## src/rtl/sysreg_perm_pkg.sv

```systemverilog
package sysreg_perm_pkg;
  localparam int OUT_W = 4;
  localparam int SYN_W = 6;
  localparam int ENC_W = 16;

  localparam int BIT_PERMIT = 0;
  localparam int BIT_UNDEF  = 1;
  localparam int BIT_TRAP2  = 2;
  localparam int BIT_TRAP3  = 3;

  localparam logic [SYN_W-1:0] SYN_TRAP = 6'h18;
  localparam logic [1:0] OWN_SECURE    = 2'b01;
  localparam logic [1:0] OWN_NONSECURE = 2'b11;

  typedef enum logic [1:0] {LVL0 = 2'd0, LVL1 = 2'd1, LVL2 = 2'd2, LVL3 = 2'd3} level_t;

  typedef struct packed {
    logic       halted;
    logic       dbg_lock;
    logic       nonsecure;
    logic [1:0] owner;
    logic       el2_en;
    logic       el3_present;
    logic       fgt_en;
    logic       fgt_rd;
    logic       fgt_wr;
    logic [1:0] tbtrap;
    logic       prio_opt;
  } ctrl_t;
endpackage

```

## src/rtl/sysreg_enc_match.sv

```systemverilog
module sysreg_enc_match #(
  parameter int NF = 5,
  parameter int FW = 4,
  parameter logic [NF*FW-1:0] TARGET = '0,
  parameter logic [NF*FW-1:0] MASK   = '0
) (
  input  logic [NF*FW-1:0] fields_i,
  output logic             match_o
);
  logic [NF-1:0] field_hit;

  genvar g;
  generate
    for (g = 0; g < NF; g++) begin : g_field
      assign field_hit[g] = ((fields_i[g*FW +: FW] ^ TARGET[g*FW +: FW]) & MASK[g*FW +: FW]) == '0;
    end
  endgenerate

  assign match_o = &field_hit;
endmodule

```

## src/rtl/sysreg_rule_chain.sv

```systemverilog
module sysreg_rule_chain
  import sysreg_perm_pkg::*;
(
  input  level_t             el_i,
  input  logic               write_i,
  input  ctrl_t              ctrl_i,
  output logic [OUT_W-1:0]   outcome_o,
  output logic [SYN_W-1:0]   syn_o
);
  logic owner_ok;
  logic halt_lock_rule;
  logic fgt_rule;
  logic tb_rule;
  logic owner_rule;
  logic fgt_bit;

  always_comb begin
    owner_ok       = ctrl_i.nonsecure ? (ctrl_i.owner == OWN_NONSECURE)
                                      : (ctrl_i.owner == OWN_SECURE);
    fgt_bit        = write_i ? ctrl_i.fgt_wr : ctrl_i.fgt_rd;
    halt_lock_rule = ctrl_i.halted & ctrl_i.el3_present & ctrl_i.dbg_lock &
                     ctrl_i.prio_opt & ~owner_ok;
    fgt_rule       = (el_i == LVL1) & ctrl_i.el2_en &
                     (~ctrl_i.el3_present | ctrl_i.fgt_en) & fgt_bit;
    tb_rule        = (el_i == LVL1) & ctrl_i.el2_en & ~ctrl_i.tbtrap[0];
    owner_rule     = ctrl_i.el3_present & ~owner_ok;
  end

  always_comb begin
    outcome_o = '0;
    unique case (el_i)
      LVL0: outcome_o[BIT_UNDEF] = 1'b1;
      LVL3: outcome_o[BIT_PERMIT] = 1'b1;
      default: begin
        if (halt_lock_rule)      outcome_o[BIT_UNDEF]  = 1'b1;
        else if (fgt_rule)       outcome_o[BIT_TRAP2]  = 1'b1;
        else if (tb_rule)        outcome_o[BIT_TRAP2]  = 1'b1;
        else if (owner_rule) begin
          if (ctrl_i.halted & ctrl_i.dbg_lock) outcome_o[BIT_UNDEF] = 1'b1;
          else                                 outcome_o[BIT_TRAP3] = 1'b1;
        end
        else                     outcome_o[BIT_PERMIT] = 1'b1;
      end
    endcase
    syn_o = (outcome_o[BIT_TRAP2] | outcome_o[BIT_TRAP3]) ? SYN_TRAP : '0;
  end
endmodule

```

## src/rtl/sysreg_result_reg.sv

```systemverilog
module sysreg_result_reg
  import sysreg_perm_pkg::*;
(
  input  logic             clk,
  input  logic             rst,
  input  logic             req_valid_i,
  input  logic             match_i,
  input  logic [OUT_W-1:0] outcome_i,
  input  logic [SYN_W-1:0] syn_i,
  output logic             valid_o,
  output logic             nomatch_o,
  output logic [OUT_W-1:0] outcome_o,
  output logic [SYN_W-1:0] syn_o
);
  always_ff @(posedge clk) begin
    if (rst) begin
      valid_o   <= 1'b0;
      nomatch_o <= 1'b0;
      outcome_o <= '0;
      syn_o     <= '0;
    end else begin
      valid_o   <= req_valid_i;
      nomatch_o <= req_valid_i & ~match_i;
      outcome_o <= (req_valid_i & match_i) ? outcome_i : '0;
      syn_o     <= (req_valid_i & match_i) ? syn_i : '0;
    end
  end

  // a matched result carries exactly one verdict bit
  a_r9_onehot: assert property (@(posedge clk) disable iff (rst)
    (valid_o && !nomatch_o) |-> ($countones(outcome_o) == 1));
  // no verdict on a non-matching request
  a_r1_nomatch_clear: assert property (@(posedge clk) disable iff (rst)
    nomatch_o |-> (outcome_o == '0 && syn_o == '0));
  // trap verdicts carry the trap syndrome, others none
  a_r7_syndrome: assert property (@(posedge clk) disable iff (rst)
    (outcome_o[BIT_TRAP2] || outcome_o[BIT_TRAP3]) == (syn_o == SYN_TRAP));
  // idle cycles show nothing
  a_r10_idle_zero: assert property (@(posedge clk) disable iff (rst)
    !valid_o |-> (!nomatch_o && outcome_o == '0));
endmodule

```

## src/rtl/sysreg_perm_top.sv

```systemverilog
module sysreg_perm_top
  import sysreg_perm_pkg::*;
#(
  parameter logic [1:0] T_OP0 = 2'b11,
  parameter logic [2:0] T_OP1 = 3'b000,
  parameter logic [3:0] T_CRN = 4'b1001,
  parameter logic [3:0] T_CRM = 4'b1011,
  parameter logic [2:0] T_OP2 = 3'b110
) (
  input  logic       clk,
  input  logic       rst,
  input  logic       req_valid_i,
  input  logic [1:0] op0_i,
  input  logic [2:0] op1_i,
  input  logic [3:0] crn_i,
  input  logic [3:0] crm_i,
  input  logic [2:0] op2_i,
  input  logic       write_i,
  input  logic [1:0] el_i,
  input  logic       halted_i,
  input  logic       dbg_lock_i,
  input  logic       nonsecure_i,
  input  logic [1:0] owner_i,
  input  logic       el2_en_i,
  input  logic       el3_present_i,
  input  logic       fgt_en_i,
  input  logic       fgt_rd_i,
  input  logic       fgt_wr_i,
  input  logic [1:0] tbtrap_i,
  input  logic       prio_opt_i,
  output logic       res_valid_o,
  output logic       res_nomatch_o,
  output logic [3:0] res_outcome_o,
  output logic [5:0] res_syndrome_o
);
  localparam int NF = 5;
  localparam int FW = 4;
  localparam logic [NF*FW-1:0] TGT = {1'b0, T_OP2, T_CRM, T_CRN, 1'b0, T_OP1, 2'b00, T_OP0};
  localparam logic [NF*FW-1:0] MSK = {4'b0111, 4'b1111, 4'b1111, 4'b0111, 4'b0011};

  logic [NF*FW-1:0] fields;
  logic             match;
  ctrl_t            ctrl;
  logic [OUT_W-1:0] outcome_c;
  logic [SYN_W-1:0] syn_c;

  assign fields = {1'b0, op2_i, crm_i, crn_i, 1'b0, op1_i, 2'b00, op0_i};

  always_comb begin
    ctrl.halted      = halted_i;
    ctrl.dbg_lock    = dbg_lock_i;
    ctrl.nonsecure   = nonsecure_i;
    ctrl.owner       = owner_i;
    ctrl.el2_en      = el2_en_i;
    ctrl.el3_present = el3_present_i;
    ctrl.fgt_en      = fgt_en_i;
    ctrl.fgt_rd      = fgt_rd_i;
    ctrl.fgt_wr      = fgt_wr_i;
    ctrl.tbtrap      = tbtrap_i;
    ctrl.prio_opt    = prio_opt_i;
  end

  sysreg_enc_match #(.NF(NF), .FW(FW), .TARGET(TGT), .MASK(MSK)) u_match (
    .fields_i (fields),
    .match_o  (match)
  );

  sysreg_rule_chain u_chain (
    .el_i      (level_t'(el_i)),
    .write_i   (write_i),
    .ctrl_i    (ctrl),
    .outcome_o (outcome_c),
    .syn_o     (syn_c)
  );

  sysreg_result_reg u_reg (
    .clk         (clk),
    .rst         (rst),
    .req_valid_i (req_valid_i),
    .match_i     (match),
    .outcome_i   (outcome_c),
    .syn_i       (syn_c),
    .valid_o     (res_valid_o),
    .nomatch_o   (res_nomatch_o),
    .outcome_o   (res_outcome_o),
    .syn_o       (res_syndrome_o)
  );

  // result strobe exactly one cycle after the request
  a_r9_latency: assert property (@(posedge clk) disable iff (rst)
    req_valid_i |=> res_valid_o);
  // matched EL0 request is undefined
  a_r2_el0_undef: assert property (@(posedge clk) disable iff (rst)
    (req_valid_i && match && el_i == 2'd0) |=> res_outcome_o[BIT_UNDEF]);
  // matched EL3 request is permitted
  a_r2_el3_permit: assert property (@(posedge clk) disable iff (rst)
    (req_valid_i && match && el_i == 2'd3) |=> res_outcome_o[BIT_PERMIT]);
  // an EL2 request never gets a hypervisor trap
  a_r4_no_trap2_at_el2: assert property (@(posedge clk) disable iff (rst)
    (req_valid_i && el_i == 2'd2) |=> !res_outcome_o[BIT_TRAP2]);
endmodule

```

## config.mk

```make
export PLATFORM = sky130hd
export DESIGN_NAME = sysreg_perm_top
export DESIGN_NICKNAME = d
export VERILOG_FILES = /design/src/rtl/sysreg_perm_pkg.sv /design/src/rtl/sysreg_enc_match.sv /design/src/rtl/sysreg_rule_chain.sv /design/src/rtl/sysreg_result_reg.sv /design/src/rtl/sysreg_perm_top.sv
export SDC_FILE = /design/constraint.sdc
export NUM_CORES = 1
export LEC_CHECK = 0
export BUFFER_PORTS_ARGS = -buffer_cell sky130_fd_sc_hd__buf_2
export CORE_AREA = 2 2 39 41
export CTS_CLUSTER_DIAMETER = 50
export DETAILED_ROUTE_END_ITERATION = 10
export DIE_AREA = 0 0 41 43
export HOLD_SLACK_MARGIN = 0.05
export PLACE_DENSITY_LB_ADDON = 0.08
export SYNTH_ARGS = -nofsm -noshare
export SYNTH_HDL_FRONTEND = slang
export SYNTH_SLANG_ARGS = --single-unit
export TNS_END_PERCENT = 20
```

## constraint.sdc

```tcl
create_clock -name clk -period 3.48 [get_ports clk]
set_input_delay 0.348 -clock clk [delete_from_list [all_inputs] [get_ports clk]]
set_output_delay 0.348 -clock clk [all_outputs]
set_load 0.01 [all_outputs]
```

==> results.md, run 1 <==
* Internal power at 148 uW
* Post-Synthesis Cells at 47
* Commonest cells post-synth: dfxtp_1, buf_4, a21oi_1, nand2_1
* Status: finished clean
* Met1 usage at 0.138
* Core Util, Final at 0.494
* Worst hold start: prio_opt_i
* Critical Path Fanout Max at 3
* Final WL at just under 900 um
* Critical Path RT at around 3700 ps
* GR met2 Demand/Resource at 0.147
* Chip Height at 43 um
* Slew Viols, Final at 0
* Buffers & Inverters on Critical Path at 1
* Initial antenna violation count at 0
* P_sw at 43.4 uW
* Initial core utilization at 0.331
* Hold_ws at 325 ps
* Number of global-route vias before repair at ~350
* Unique cell type count in the Yosys netlist at 24
* Iteration-0 DRC Markers at 3
* Combinational group share of total power at 0.211
* CTS sink count at 7
* H-tree depth at 1
* Syn avg cell area at approximately 9.7 um2
* Core ar. at about 1400 um2
* # resized after CTS at 0
* Avg WL per Cell at about 8.2 um
* Register area share after synthesis at 0.306
* Number of port buffers at just over 40
* Setup Buffers After CTS at 0
* GP Congestion at 0.676
* Die X at ~40 um
* First-pass GRT wire length at 1.29 mm
* Hold depth at 2
* Full die area at between 1500 and 2000 um2
* RSZ-0062 raised after global routing: no
* CTS clock-pin slew for the worst setup and hold paths at 50 ps
* CP Capture Type: flop
* Setup TNS at 0 ps
* Pre-antenna DRT Iters at 4
* GRT Residual Overflow at 0
* EDFF count, synth at 0
* Period minus WS final at ~1300 ps
* Most used routing layer: met2
* Crit path max-delay cell type: or4b_4
* PwrDens at around 280 nW/um2
* Crit share post-route at 0.386
* Area contributors post-synth: dfxtp_1, buf_4, ha_1, nand4bb_1, nor4_4
* Share of the synthesized area in the top cell type at 0.306
* Total number of vias at around 460
* Synthesis-to-layout area growth at 49.2%
* Largest net degree at the start of global routing at 6
* Fin area at between 600 and 700 um2
* Seq pwr share at 0.428
* Switching portion of total power at 0.227
* DRC Markers at 0
* Number of CTS-inserted buffers at 3
* Async SR Flop Fraction at 0
* Fmax at between 700 and 800 MHz
* Post-DRT Antenna Nets at 0
* Crit path launch type: input port
* Clock power share at 0.361
* LEAKAGE at around 0.37 nW
* Fillcell total at around 140
* CTS root buffer: clkbuf_4
* Worst path max stage delay at roughly 540 ps
* Worst Hold Path EP: u_reg.outcome_o[2]
* Peak supply drop at 0.0834 mV
* Synth Register Bits at 7
* Layout cell share with drive strength beyond 1 at 0.544
* Primary FF master, synth: dfxtp_1
* Average vias per placed instance at ~4.4
* Final WS setup at 2140 ps
* Number of hold-repair buffers added at the cts stage at 0
* Crit-path leading delay family: simple AND/OR/NAND/NOR gates
* WS Path Type: in -> reg
* Ys Warns at 0
* # Max-Cap Violations at 0
* Synth area leader: dfxtp_1
* Final Net Count at between 100 and 150
* Deepest clock path buffer count at 2
* Pre-CTS WS at 1880 ps
* Dpl cell area at roughly 660 um2
* Setup-failing EPs final at 0
* CP cell instances: buf_2 -> or4b_4 -> nor4_4 -> nand3_2 -> nor3b_2
* CP arrival at 1510 ps
* Final Hold Vio Count at 0
* Most common cell in the synthesized netlist: dfxtp_1
* Total power at about 190 uW
* Site Rows at 14
* Fin cells at 106
* I/O Pins at 47
* CTS tree: built
* Worst min path class: in -> reg
* Overall Global Routing Usage at 0.106
* Grt met3 use at 0.0366
* Inst Count DP at 102
* Mapped Area at between 400 and 500 um2
* Ant diodes at 0
-- logic make-up (layout without fill, tap and decap cells) --
family	Yosys count	count (layout)	synth area share
AO/OA/AOI/OAI	9	9	0.139
XOR/XNOR	1	1	0.0191
adder cells (fa/ha/maj)	3	3	0.0820
buffers and inverters	8	48	0.107
flip-flops	7	7	0.306
multiplexers	1	1	0.0219
other	1	4	0.00819
AND/OR/NAND/NOR	17	17	0.317
-- power by group through the flow --
stage               clock (mW)  combinational [mW]  sequential, mW
global route            0.0761              0.0446          0.0817
floorplan                    0              0.0209          0.0841
detailed placement           0              0.0404          0.0833
CTS                     0.0729              0.0406          0.0818
finish                  0.0689              0.0402          0.0818
global placement             0              0.0402          0.0833
-- flip-flops by register name (all words and copies together), names as in the netlist --
register / cells
u_reg.outcome_o: 4
u_reg.valid_o: 1
u_reg.syn_o: 1
u_reg.nomatch_o: 1
-- cell usage in the layout (no fill, tap or decap) --
master / netlist / final
a211o_1: 1 / 1
a211oi_1: 1 / 1
a211oi_2: 1 / 1
a21o_1: 1 / 1
a21oi_1: 4 / 4
and2b_1: 2 / 2
and3b_1: 1 / 1
buf_2: 0 / 41
clkbuf_1: 0 / 1
clkbuf_4: 0 / 3
conb_1: 1 / 4
dfxtp_1: 7 / 7
ha_1: 3 / 3
inv_1: 3 / 3
mux2i_1: 1 / 1
nand2_1: 4 / 4
nand2b_1: 2 / 2
nand3_2: 1 / 1
nand3b_1: 1 / 1
nand4_1: 1 / 1
nand4bb_1: 2 / 2
nor3b_2: 1 / 1
nor4_4: 1 / 1
o211ai_1: 1 / 1
or4b_4: 1 / 1
xnor2_1: 1 / 1
-- worst max path at each step --
| stage | start | endpoint | slack (ps) | cells past startpoint |
|---|---|---|---|---|
| floorplan | op1_i[0] | u_reg.outcome_o[3] | 2050 | 4 |
| global placement | op1_i[0] | u_reg.outcome_o[3] | 1890 | 5 |
| detailed placement | op1_i[0] | u_reg.outcome_o[3] | 1880 | 5 |
| CTS | op1_i[0] | u_reg.outcome_o[3] | 2130 | 5 |
| global route | op1_i[0] | u_reg.outcome_o[3] | 2040 | 5 |
| finish | op1_i[0] | u_reg.outcome_o[3] | 2140 | 5 |
-- layer usage --
layer	wire, um	share of wire
met1	373	0.43
met2	410	0.47
met3	84	0.097
met4	0	0
met5	0	0
-- final cells by class --
cell class                 instances  area (um2)  area share
multi-input combinational         35         280       0.410
clock buffer                       4        26.3      0.0385
inverter                           3        11.3      0.0165
tap                               16        20.0      0.0293
sequential                         7         140       0.205
timing repair buffer              41         205       0.300
Note: power is estimated with default switching activity, not from simulation.
==> run 2, diff against run 1 <==
- CORE_AREA: 2 2 39 41 -> 2 2 41 43
- DIE_AREA: 0 0 41 43 -> 0 0 43 45
- clock period: 3.48 -> 1.35 ns (I/O delays scaled with it)
==> results.md, run 2 (synthesized netlist as in run 1, its figures left out) <==
* Die X at 43 um (+4.9%)
* Switching portion of total power at 0.237 (+0.00958)
* Total number of vias at 481 (+4.1%)
* Average vias per placed instance at 4.54 (+4.1%)
* Hold depth at 2 (unchanged)
* Pre-CTS WS at -44.7 ps (-1920 ps)
* Leading cell type in the layout, fill and taps excluded: buf_2
* Status: finished clean
* Period minus WS final at ~1100 ps
* Met1 usage at 0.110 (-0.0275)
* CTS root buffer: clkbuf_4
* Worst setup path end: u_reg.outcome_o[3]
* Worst hold start: prio_opt_i
* Layout cell share with drive strength beyond 1 at 0.544 (unchanged)
* Setup TNS at 0 ps (unchanged)
* Setup Buffers After CTS at 0 (unchanged)
* Area occupied by multi-input gates at 280 um2 (unchanged)
* DRC Markers at 0 (unchanged)
* Site Rows at 14 (unchanged)
* Number of CTS-inserted buffers at 3 (unchanged)
* CTS clock-pin slew for the worst setup and hold paths at 50 ps (about the same)
* Slew Viols, Final at 0 (unchanged)
* GRT Residual Overflow at 0 (unchanged)
* Critical Path Fanout Max at 3 (unchanged)
* Internal power at 381 uW (+160%)
* Overall Global Routing Usage at 0.118 (+0.0115)
* Worst path max stage delay at 540 ps (about the same)
* Synthesis-to-layout area growth at 49.2% (unchanged)
* Ant diodes at 0 (unchanged)
* Most used routing layer: met2
* RSZ-0062 raised after global routing: no
* First-pass GRT wire length at 1.72 mm (+33%)
* Initial core utilization at 0.311 (-0.0197)
* Most flops, register: u_reg.outcome_o
* Final Net Count at 129 (unchanged)
* Crit share post-route at 0.830
* Critical path origin: op1_i[0]
* Number of global-route vias before repair at 475 (+35%)
* Final Hold Vio Count at 0 (unchanged)
* Chip Height at 45 um (+4.7%)
* I/O Pins at 47 (unchanged)
* Seq pwr share at 0.423 (-0.005)
* LEAKAGE at 0.370 nW (unchanged)
* Fmax at around 890 MHz
* Full die area at 1940 um2 (+9.8%)
* Dpl cell area at 657 um2 (unchanged)
* Critical Path RT at 1520 ps (-2130 ps)
* GR met2 Demand/Resource at 0.221 (+0.0743)
* GP Congestion at 0.653 (-3.4%)
* Crit path max-delay cell type: or4b_4
* Deepest clock path buffer count at 2 (unchanged)
* Combinational group share of total power at 0.209 (-0.002)
* Initial antenna violation count at 0 (unchanged)
* Worst min path class: in -> reg
* # resized after CTS at 0 (unchanged)
* Total power at 499 uW (+160%)
* H-tree depth at 1 (unchanged)
* CTS sink count at 7 (unchanged)
* Iteration-0 DRC Markers at 0 (-3)
* CP Capture Type: flop
* P_sw at 118 uW (+170%)
* Setup-failing EPs final at 0 (unchanged)
* Max reg flops at 4 (unchanged)
* Commonest cells after routing, fill and taps aside: buf_2, dfxtp_1, a21oi_1, nand2_1, conb_1
* CTS tree: built
* Final WS setup at 229 ps (-1910 ps)
* WS Path Type: in -> reg
* Grt met3 use at 0.0360 (-0.000649)
* Clock power share at 0.368 (+0.007)
* CP cell instances: buf_2 -> or4b_4 -> nor4_4 -> nand3_2 -> nor3b_2
* PwrDens at 730 nW/um2 (+160%)
* Number of hold-repair buffers added at the cts stage at 0 (unchanged)
* Number of port buffers at 41 (unchanged)
* # Max-Cap Violations at 0 (unchanged)
* Fin area at 683 um2 (unchanged)
* Crit path launch type: input port
* Peak supply drop at 0.304 mV (+260%)
* CP arrival at 1290 ps (-220 ps)
* Register area at 140 um2 (unchanged)
* Fillcell total at 161 (+18%)
* Avg WL per Cell at 8.79 um (+7.4%)
* Pre-antenna DRT Iters at 1 (-3)
* Core ar. at 1470 um2 (+6.3%)
* Largest net degree at the start of global routing at 6 (unchanged)
* Post-DRT Antenna Nets at 0 (unchanged)
* Final WL at 932 um (+7.4%)
==> run 2: cell type report <==
class | instances | area share
Inverter | 3 | 0.0165
Tap cell | 16 | 0.0293
Multi-Input combinational cell | 35 | 0.410
Timing Repair Buffer | 41 | 0.300
Sequential cell | 7 | 0.205
Clock buffer | 4 | 0.0385
==> run 2: stage by stage <==
step | std cells | hold slack, ps | utilization
after global placement | 102 | 367 | 0.446
after global routing | 106 | 114 | 0.464
after CTS | 106 | 108 | 0.464
after floorplan | 50 | 223 | -
after detailed placement | 102 | 362 | 0.446
final | 106 | 111 | 0.464
==> run 2: metal layers <==
metal  vias up  part of all wire
met2        30              0.49
met5         -                 0
li1        243                 -
met3         2              0.11
met1       206              0.38
met4         0             0.012
==> run 2: worst max-delay path, delay by kind of cell <==
kind	cells	cell delay (ps)
buffers and inverters	1	90
AND/OR/NAND/NOR	4	1070
==> run 2: power groups by stage <==
stage	sequential [mW]	clock, mW	combinational, mW
final	0.211	0.183	0.104
after CTS	0.211	0.190	0.106
after floorplan	0.217	0	0.0539
after detailed placement	0.215	0	0.105
after global placement	0.215	0	0.104
after global routing	0.211	0.205	0.118
==> run 2: worst min-delay path by stage <==
stage | endpoint | slack [ps]
after floorplan | u_reg.outcome_o[2] | 220
after global placement | u_reg.outcome_o[2] | 370
after detailed placement | u_reg.outcome_o[2] | 360
after CTS | u_reg.outcome_o[2] | 110
after global routing | u_reg.outcome_o[2] | 110
final | u_reg.outcome_o[2] | 110
==> run 3, diff against run 2 <==
- clock period: 1.35 -> 1.06 ns (I/O delays scaled with it)
==> results.md, run 3 (synthesized netlist as in run 1, its figures left out) <==
* Post-DRT Antenna Nets at 0 (unchanged)
* Chip Height at 45 um (unchanged)
* Max reg flops at 4 (unchanged)
* Setup Buffers After CTS at 0 (unchanged)
* Slew Viols, Final at 0 (unchanged)
* Core Util, Final at 0.491 (+0.0272)
* PwrDens at 893 nW/um2 (+22%)
* Pre-CTS WS at -279 ps (-234 ps)
* I/O Pins at 47 (unchanged)
* Core ar. at 1470 um2 (unchanged)
* Pre-antenna DRT Iters at 1 (unchanged)
* Critical path origin: op1_i[0]
* Critical Path Fanout Max at 3 (unchanged)
* Deepest clock path buffer count at 2 (unchanged)
* First-pass GRT wire length at 1.59 mm (-7.3%)
* Full die area at 1940 um2 (unchanged)
* H-tree depth at 1 (unchanged)
* CP arrival at 1220 ps (-70 ps)
* Number of port buffers at 41 (unchanged)
* GP Congestion at 0.667 (+2.1%)
* Final Net Count at 133 (+3.1%)
* Largest net degree at the start of global routing at 6 (unchanged)
* Final WS setup at 6.48 ps (-222 ps)
* Ant diodes at 0 (unchanged)
* Critical Path RT at 1220 ps (-300 ps)
* Leading cell type in the layout, fill and taps excluded: buf_2
* Initial core utilization at 0.311 (unchanged)
* Final Hold Vio Count at 0 (unchanged)
* Fmax at 949 MHz
* Dpl cell area at 687 um2 (+4.6%)
* Hold depth at 2 (unchanged)
* # Max-Cap Violations at 0 (unchanged)
* Total number of vias at 490 (+1.9%)
* Number of CTS-inserted buffers at 3 (unchanged)
* RSZ-0062 raised after global routing: yes
* Synthesis-to-layout area growth at 57.9%
* Peak supply drop at 0.342 mV (+13%)
* Worst min path class: in -> reg
* Fin area at 723 um2 (+5.9%)
* CTS tree: built
* CP Capture Type: flop
* Status: finished clean
* Final HPWL DP at around 920 um
* Worst hold start: prio_opt_i
* Die X at 43 um (unchanged)
* Setup TNS at 0 ps (unchanged)
* LEAKAGE at 0.392 nW (+5.9%)
* Iteration-0 DRC Markers at 0 (unchanged)
* Site Rows at 14 (unchanged)
* Final WL at 998 um (+7.1%)
* DRC Markers at 0 (unchanged)
* Initial antenna violation count at 0 (unchanged)
* Layout cell share with drive strength beyond 1 at 0.574 (+0.0300)
* Number of hold-repair buffers added at the cts stage at 0 (unchanged)
* CTS sink count at 7 (unchanged)
* Commonest cells after routing, fill and taps aside: buf_2, dfxtp_1, nand2_1, conb_1, buf_4
* Avg WL per Cell at 9.07 um (+3.2%)
* Number of global-route vias before repair at 435 (-8.4%)
* Period minus WS final at between 1000 and 1500 ps
* Crit path launch type: input port
* GRT Residual Overflow at 0 (unchanged)
* CTS root buffer: clkbuf_4
* Overall Global Routing Usage at 0.109 (-0.00851)
* WS Path Type: in -> reg
* Most flops, register: u_reg.outcome_o
* Crit share post-route at 0.994
* CTS clock-pin slew for the worst setup and hold paths at 50 ps (about the same)
* Average vias per placed instance at 4.45 (-1.8%)
* Setup-failing EPs final at 0 (unchanged)
[run 3: routing by layer]
metal  wire length (um)  track usage
met5                  0            0
met4                  0       0.0364
met3                112       0.0320
met2                524        0.218
met1                361        0.108
[run 3: area by class of cell]
| class | instances | area (um2) |
|---|---|---|
| sequential | 7 | 140 |
| tap | 16 | 20.0 |
| multi-input combinational | 35 | 284 |
| fill | 155 | 748 |
| timing repair buffer | 45 | 241 |
| inverter | 3 | 11.3 |
| clock buffer | 4 | 26.3 |
[run 3: timing repair]
item | CTS | global route
hold endpoints to repair | 0 | 0
resized for setup | 1 | 1
setup endpoints to repair | 3 | 5
pin swaps | 0 | 1
[run 3: metrics by stage]
| stage | hold WS (ps) | total power, mW | std cells |
|---|---|---|---|
| global route | 93.7 | 0.690 | 110 |
| global placement | 335 | 0.416 | 106 |
| finish | 91.3 | 0.646 | 110 |
| CTS | 88.4 | 0.654 | 110 |
| detailed placement | 341 | 0.419 | 106 |
| floorplan | 194 | 0.345 | 50 |
[run 3: worst paths after layout]
| path | endpoint | slack, ps |
|---|---|---|
| min | u_reg.outcome_o[2] | 90 |
| max | u_reg.outcome_o[2] | 6 |
[run 3: worst max-delay path, cell delays in order]
cell,delay [ps]
buf_6,90
or4b_4,540
nor4_4,200
nand3_2,140
a211oi_2,150
[run 3: report_power, final]
group	switching, mW	internal, mW
logic	0.0625	0.0844
clock network	0.0875	0.143
registers	0.000977	0.268
total	0.151	0.495
